## src/rtl/charlcd_pkg.sv

```systemverilog
package charlcd_pkg;

    typedef enum logic [2:0] {
        ST_IDLE,
        ST_SETUP,
        ST_STROBE,
        ST_HOLD,
        ST_GAP,
        ST_DONE
    } lcd_state_e;

endpackage

```

## src/rtl/charlcd_cfg_latch.sv

```systemverilog
// Captures the timing set that belongs to the accepted direction, with
// zero strobe/hold counts promoted to one cycle.
module charlcd_cfg_latch #(
    parameter int SU_W = 5,
    parameter int ST_W = 6,
    parameter int HO_W = 4,
    parameter int GP_W = 4
) (
    input  logic            clk,
    input  logic            rst_n,
    input  logic            load,
    input  logic            pick_read,
    input  logic [SU_W-1:0] wr_su,
    input  logic [ST_W-1:0] wr_st,
    input  logic [HO_W-1:0] wr_ho,
    input  logic [SU_W-1:0] rd_su,
    input  logic [ST_W-1:0] rd_st,
    input  logic [HO_W-1:0] rd_ho,
    input  logic [GP_W-1:0] gap_in,
    output logic [SU_W-1:0] d_su,
    output logic [ST_W-1:0] d_st,
    output logic [SU_W-1:0] q_su,
    output logic [ST_W-1:0] q_st,
    output logic [HO_W-1:0] q_ho,
    output logic [GP_W-1:0] q_gap
);
    logic [ST_W-1:0] raw_st;
    logic [HO_W-1:0] raw_ho;
    logic [HO_W-1:0] d_ho;

    always_comb begin
        d_su   = pick_read ? rd_su : wr_su;
        raw_st = pick_read ? rd_st : wr_st;
        raw_ho = pick_read ? rd_ho : wr_ho;
        d_st   = (raw_st == '0) ? ST_W'(1) : raw_st;
        d_ho   = (raw_ho == '0) ? HO_W'(1) : raw_ho;
    end

    always_ff @(posedge clk or negedge rst_n) begin
        if (!rst_n) begin
            q_su  <= '0;
            q_st  <= ST_W'(1);
            q_ho  <= HO_W'(1);
            q_gap <= '0;
        end else if (load) begin
            q_su  <= d_su;
            q_st  <= d_st;
            q_ho  <= d_ho;
            q_gap <= gap_in;
        end
    end
endmodule

```

## src/rtl/charlcd_phase_cnt.sv

```systemverilog
// Down counter for the current phase; reports expiry when it reaches zero.
module charlcd_phase_cnt #(
    parameter int W = 6
) (
    input  logic         clk,
    input  logic         rst_n,
    input  logic         load,
    input  logic [W-1:0] load_val,
    output logic         expired
);
    logic [W-1:0] cnt_q;

    always_ff @(posedge clk or negedge rst_n) begin
        if (!rst_n)
            cnt_q <= '0;
        else if (load)
            cnt_q <= load_val;
        else if (cnt_q != '0)
            cnt_q <= cnt_q - W'(1);
    end

    assign expired = (cnt_q == '0);
endmodule

```

## src/rtl/charlcd_bus_ctrl.sv

```systemverilog
module charlcd_bus_ctrl
    import charlcd_pkg::*;
#(
    parameter int DATA_W = 8,
    parameter int BUS_W  = 16,
    parameter int SU_W   = 5,
    parameter int ST_W   = 6,
    parameter int HO_W   = 4,
    parameter int GP_W   = 4
) (
    input  logic              clk,
    input  logic              rst_n,
    input  logic              req_valid,
    output logic              req_ready,
    input  logic              req_read,
    input  logic              req_rs,
    input  logic              req_sel,
    input  logic [DATA_W-1:0] req_wdata,
    input  logic [SU_W-1:0]   cfg_wr_setup,
    input  logic [ST_W-1:0]   cfg_wr_strobe,
    input  logic [HO_W-1:0]   cfg_wr_hold,
    input  logic [SU_W-1:0]   cfg_rd_setup,
    input  logic [ST_W-1:0]   cfg_rd_strobe,
    input  logic [HO_W-1:0]   cfg_rd_hold,
    input  logic [GP_W-1:0]   cfg_gap,
    output logic              done,
    output logic [DATA_W-1:0] rdata,
    output logic              lcd_rs,
    output logic              lcd_rw,
    output logic              lcd_en0,
    output logic              lcd_en1,
    output logic [BUS_W-1:0]  lcd_dout,
    output logic              lcd_doe,
    input  logic [DATA_W-1:0] lcd_din
);
    localparam int W_A   = (SU_W > ST_W) ? SU_W : ST_W;
    localparam int W_B   = (HO_W > GP_W) ? HO_W : GP_W;
    localparam int CNT_W = (W_A > W_B) ? W_A : W_B;

    lcd_state_e state_q, state_d;

    logic              accept;
    logic              cnt_load;
    logic [CNT_W-1:0]  cnt_val;
    logic              cnt_zero;
    logic [SU_W-1:0]   d_su, q_su;
    logic [ST_W-1:0]   d_st, q_st;
    logic [HO_W-1:0]   q_ho;
    logic [GP_W-1:0]   q_gap;
    logic              rd_q, rs_q, sel_q;
    logic [DATA_W-1:0] wdata_q, rdata_q;

    assign accept = req_valid && req_ready;

    charlcd_cfg_latch #(
        .SU_W(SU_W), .ST_W(ST_W), .HO_W(HO_W), .GP_W(GP_W)
    ) u_cfg (
        .clk       (clk),
        .rst_n     (rst_n),
        .load      (accept),
        .pick_read (req_read),
        .wr_su     (cfg_wr_setup),
        .wr_st     (cfg_wr_strobe),
        .wr_ho     (cfg_wr_hold),
        .rd_su     (cfg_rd_setup),
        .rd_st     (cfg_rd_strobe),
        .rd_ho     (cfg_rd_hold),
        .gap_in    (cfg_gap),
        .d_su      (d_su),
        .d_st      (d_st),
        .q_su      (q_su),
        .q_st      (q_st),
        .q_ho      (q_ho),
        .q_gap     (q_gap)
    );

    charlcd_phase_cnt #(.W(CNT_W)) u_cnt (
        .clk      (clk),
        .rst_n    (rst_n),
        .load     (cnt_load),
        .load_val (cnt_val),
        .expired  (cnt_zero)
    );

    // State register
    always_ff @(posedge clk or negedge rst_n) begin
        if (!rst_n)
            state_q <= ST_IDLE;
        else
            state_q <= state_d;
    end

    // Command capture and read sampling
    always_ff @(posedge clk or negedge rst_n) begin
        if (!rst_n) begin
            rd_q    <= 1'b0;
            rs_q    <= 1'b0;
            sel_q   <= 1'b0;
            wdata_q <= '0;
            rdata_q <= '0;
        end else begin
            if (accept) begin
                rd_q    <= req_read;
                rs_q    <= req_rs;
                sel_q   <= req_sel;
                wdata_q <= req_wdata;
            end
            if (state_q == ST_STROBE && cnt_zero && rd_q)
                rdata_q <= lcd_din;
        end
    end

    // Next state and phase counter reload
    always_comb begin
        state_d  = state_q;
        cnt_load = 1'b0;
        cnt_val  = '0;
        unique case (state_q)
            ST_IDLE: begin
                if (accept) begin
                    cnt_load = 1'b1;
                    if (d_su != '0) begin
                        state_d = ST_SETUP;
                        cnt_val = CNT_W'(d_su) - CNT_W'(1);
                    end else begin
                        state_d = ST_STROBE;
                        cnt_val = CNT_W'(d_st) - CNT_W'(1);
                    end
                end
            end
            ST_SETUP: begin
                if (cnt_zero) begin
                    state_d  = ST_STROBE;
                    cnt_load = 1'b1;
                    cnt_val  = CNT_W'(q_st) - CNT_W'(1);
                end
            end
            ST_STROBE: begin
                if (cnt_zero) begin
                    state_d  = ST_HOLD;
                    cnt_load = 1'b1;
                    cnt_val  = CNT_W'(q_ho) - CNT_W'(1);
                end
            end
            ST_HOLD: begin
                if (cnt_zero) begin
                    if (q_gap != '0) begin
                        state_d  = ST_GAP;
                        cnt_load = 1'b1;
                        cnt_val  = CNT_W'(q_gap) - CNT_W'(1);
                    end else begin
                        state_d = ST_DONE;
                    end
                end
            end
            ST_GAP: begin
                if (cnt_zero)
                    state_d = ST_DONE;
            end
            ST_DONE: state_d = ST_IDLE;
            default: state_d = ST_IDLE;
        endcase
    end

    // Outputs decoded from the state
    always_comb begin
        req_ready = 1'b0;
        done      = 1'b0;
        lcd_rs    = 1'b0;
        lcd_rw    = 1'b0;
        lcd_en0   = 1'b0;
        lcd_en1   = 1'b0;
        lcd_doe   = 1'b0;
        lcd_dout  = '0;
        unique case (state_q)
            ST_IDLE: req_ready = 1'b1;
            ST_SETUP, ST_HOLD: begin
                lcd_rs  = rs_q;
                lcd_rw  = rd_q;
                lcd_doe = !rd_q;
            end
            ST_STROBE: begin
                lcd_rs  = rs_q;
                lcd_rw  = rd_q;
                lcd_doe = !rd_q;
                lcd_en0 = !sel_q;
                lcd_en1 = sel_q;
            end
            ST_GAP: ;
            ST_DONE: done = 1'b1;
            default: ;
        endcase
        if (lcd_doe)
            lcd_dout = {{(BUS_W-DATA_W){1'b0}}, wdata_q};
    end

    assign rdata = rdata_q;

endmodule

```

## config.mk

```make
export PLATFORM = sky130hd
export DESIGN_NAME = charlcd_bus_ctrl
export DESIGN_NICKNAME = d
export VERILOG_FILES = /design/src/rtl/charlcd_pkg.sv /design/src/rtl/charlcd_cfg_latch.sv /design/src/rtl/charlcd_phase_cnt.sv /design/src/rtl/charlcd_bus_ctrl.sv
export SDC_FILE = /design/constraint.sdc
export NUM_CORES = 1
export LEC_CHECK = 0
export CAP_MARGIN = 20
export CELL_PAD_IN_SITES_DETAIL_PLACEMENT = 0
export CELL_PAD_IN_SITES_GLOBAL_PLACEMENT = 1
export CORE_UTILIZATION = 42
export CTS_CLUSTER_SIZE = 8
export DETAILED_ROUTE_END_ITERATION = 16
export DONT_BUFFER_PORTS = 1
export HOLD_SLACK_MARGIN = 0.08
export PLACE_DENSITY_LB_ADDON = 0.1
export SLEW_MARGIN = 20
export SYNTH_ARGS = -nofsm -noshare
export SYNTH_HDL_FRONTEND = slang
export SYNTH_SLANG_ARGS = --single-unit
```

## constraint.sdc

```tcl
create_clock -name clk -period 2.1 [get_ports clk]
set_input_delay 0.21 -clock clk [delete_from_list [all_inputs] [get_ports clk]]
set_output_delay 0.21 -clock clk [all_outputs]
set_load 0.02 [all_outputs]
```

==> impl_metrics.yaml <==
route:
  drc_errors: 0
  initialDrtViolationCount: 102
  viasPerCell: 5.42
  drt-pass1-iter-count: 4
  vias: 2392
  wl_per_cell_um: 15.8
  drt_wl_total_um: 6950
  drt.antenna.violating_nets: 0
timing:
  slew_headroom: 0.659
  worstMarginPinSlew_ns: 0.507
  final_max_slew_viol_count: 0
  hold_viol: 0
  fin_tns_setup_ns: 0
  rsz0062_at_grt: "false"
  period_share: 0.975
  fin_skew_ns: 0.0104
  hold_slack_ns: 0.111
  setup_viol: 0
  min_period_ns: 2.05
  fmax_ghz: 0.489
finish:
  num-nets-final: 424
  antenna_cells: 0
  drive_above_1_share: 0.165
  final-instance-count-excl-fill: 441
  fillers: 623
  area_growth_pct: 22.1
  final_cell_mix: "nand2_1 (59), dfrtp_1 (40), buf_4 (32), dlygate4sd3_1 (23), nor2_1 (21)"
  layout_commonest_cell: "nand2_1"
  final_util: 0.528
synth:
  ys_types: 54
  synth_edf_count: 0
  yosys.area.top_type: "dfrtp_1"
  syn_inst: 314
  avgSynthCellArea_um2: 8.69
  synth-seq-cells: 42
  ys_async_sr_fraction: 1.00
  yosysWarnings: 0
  synthTopCellsByArea: "dfrtp_1 (37%), nand2_1 (8.1%), mux2_2 (3.7%)"
  syn_area_um2: 2730
  seq_area_frac_synth: 0.386
  synth_top_area_frac: 0.367
  synth_ff_type: "dfrtp_1"
global_route:
  use_met1: 0.296
  grt_max_degree: 43
  grt_usage: 0.211
  antenna_found_initial: 0
  grt_pass1_vias: 2253
  grt.busiest_layer: "met2"
  grt_pass1_wl_um: 10800
  grt_util_met2: 0.340
  grt_overflow_total: 0
  gr-usage-met3: 0.0396
hold_path:
  hold_end: "u_cfg.q_st[5]"
  hp-start: "cfg_wr_strobe[5]"
  worstHoldPathCells: 2
  min_path_type: "in2reg"
status:
  status: "completed"
die:
  num_io_pins: 87
  die_height_um: 82.6
  num_rows: 29
  start_util: 0.432
  fp.dieArea_um2: 6820
  core-area_um2: 6310
  fp.dieW_um: 82.6
pwr:
  p_sw_uw: 1560
  power_frac_clock: 0.167
  vdd_drop_max_v: 0.000646
  pwr-share-comb: 0.470
  switching_share: 0.404
  leakagePower_uw: 0.00151
  powerDensity_nw_per_um2: 1160
  seqPwrFrac: 0.362
  power.internal_uw: 2300
clocking:
  cts.sinks: 42
  cts.clk_slew.worst_paths_ns: 0.08
  insertion_delay_ns: 0.30
  tritoncts: "done"
  cts_buffers: 5
  clock_path_buffers: 2
  htreeDepth: 2
  cts_root_buffer: "clkbuf_8"
setup_path:
  critPathLaunchType: "register"
  critical_path_class: "reg2reg"
  end_kind: "register"
  reg2reg_to: "u_cnt.cnt_q[5]"
  cp.required_ns: 2.28
  rrSetupSlack_ns: 0.05
  reg2reg_depth: 6
  crit_arrival_ns: 2.22
  crit_path_max_fanout: 8
  rr_startpoint: "u_cnt.cnt_q[0]"
placement:
  dpl.hpwl_um: 5220
  portBuffers: 0
  gp_congestion: 0.819
  place_inst: 406
job:
  cap_violations: 0
## critical path: stages (launching register included)
cell	delay [ns]
dfrtp_1	0.41
inv_1	0.08
ha_1	0.14
and2b_1	0.17
o211ai_2	0.11
a2111o_1	0.57
o41a_1	0.46
## state kept, by name, summed over array words and instances (netlist names)
name / flops
sel_q: 1
rs_q: 1
u_cnt.cnt_q: 6
rdata: 8
rd_q: 1
wdata_q: 8
state_q: 3
u_cfg.q_st: 6
u_cfg.q_gap: 4
u_cfg.q_ho: 4
## kinds of logic (layout without fill, tap and decap cells)
family | after synthesis | after routing | share of synthesized area
other cells | 1 | 8 | 0.00137
mux | 19 | 19 | 0.0738
simple gates | 139 | 139 | 0.258
buf+inv | 35 | 78 | 0.0633
fa+ha+maj | 5 | 5 | 0.0229
xor+xnor | 12 | 12 | 0.0385
compound gates | 61 | 61 | 0.156
flops | 42 | 42 | 0.386
## cells in the mapped netlist (all sizes together), types with 2 or more instances
library cell	count
or4	5
a31oi	2
xor2	6
nand2b	2
nor3	16
clkbuf	9
o311ai	2
o22ai	4
o21ai	21
mux2i	10
o211ai	2
dfstp	2
and2	10
xnor2	6
o31ai	7
nor3b	7
a21oi	5
mux2	9
a211o	2
nand3	7
buf	12
nand4	4
dfrtp	40
nand2	59
inv	14
a32oi	4
a311oi	3
nor2	21
and3	2
ha	5
## through the flow
stage          power (µW)  cell area [µm²]  worst slack [ns]
6_report             3860             3330            0.0530
5_1_grt              4180             3330           0.00495
4_1_cts              3880             3310            0.0366
3_5_place_dp         3160             2950            -0.152
3_3_place_gp         3140             2950           -0.0476
2_1_floorplan        2640             2760            0.0277
## what timing repair did
item                       CTS  global route
hold endpoints to repair    64             0
setup endpoints to repair    0            13
hold buffers                24             0
buffers inserted             0             3
gates resized for setup      0             0
## per-layer routing
| layer | share of wire | wire (µm) |
|---|---|---|
| met4 | 0.0040 | 28 |
| met1 | 0.49 | 3390 |
| met2 | 0.46 | 3210 |
| met5 | 0 | 0 |
| met3 | 0.046 | 319 |
## how the worst max path moves through the flow
| stage | start | endpoint | slack, ns | depth (start not counted) |
|---|---|---|---|---|
| after floorplan | cfg_rd_setup[2] | u_cnt.cnt_q[4] | 0.03 | 9 |
| after global placement | cfg_rd_strobe[1] | u_cnt.cnt_q[4] | -0.05 | 9 |
| after detailed placement | cfg_rd_strobe[1] | u_cnt.cnt_q[4] | -0.15 | 9 |
| after CTS | u_cnt.cnt_q[3] | u_cnt.cnt_q[5] | 0.04 | 4 |
| after global routing | u_cnt.cnt_q[0] | u_cnt.cnt_q[5] | 0.005 | 6 |
| final | u_cnt.cnt_q[0] | u_cnt.cnt_q[5] | 0.05 | 6 |
## power by group through the flow
stage / combinational (µW) / clock [µW] / sequential (µW)
after detailed placement: 1750 / 0 / 1420
final: 1820 / 647 / 1400
after floorplan: 1260 / 0 / 1380
after global placement: 1730 / 0 / 1410
after global routing: 2040 / 692 / 1450
after CTS: 1810 / 666 / 1400
## cell type report
type / count / area (µm²) / share of cell area
tap: 77 / 96.3 / 0.0289
clock inverter: 2 / 37.5 / 0.0113
timing repair buffer: 56 / 490 / 0.147
clock buffer: 6 / 72.6 / 0.0218
sequential: 42 / 1050 / 0.316
multi-input combinational: 244 / 1530 / 0.459
inverter: 14 / 52.6 / 0.0158
Note: power is estimated with default switching activity, not from simulation.
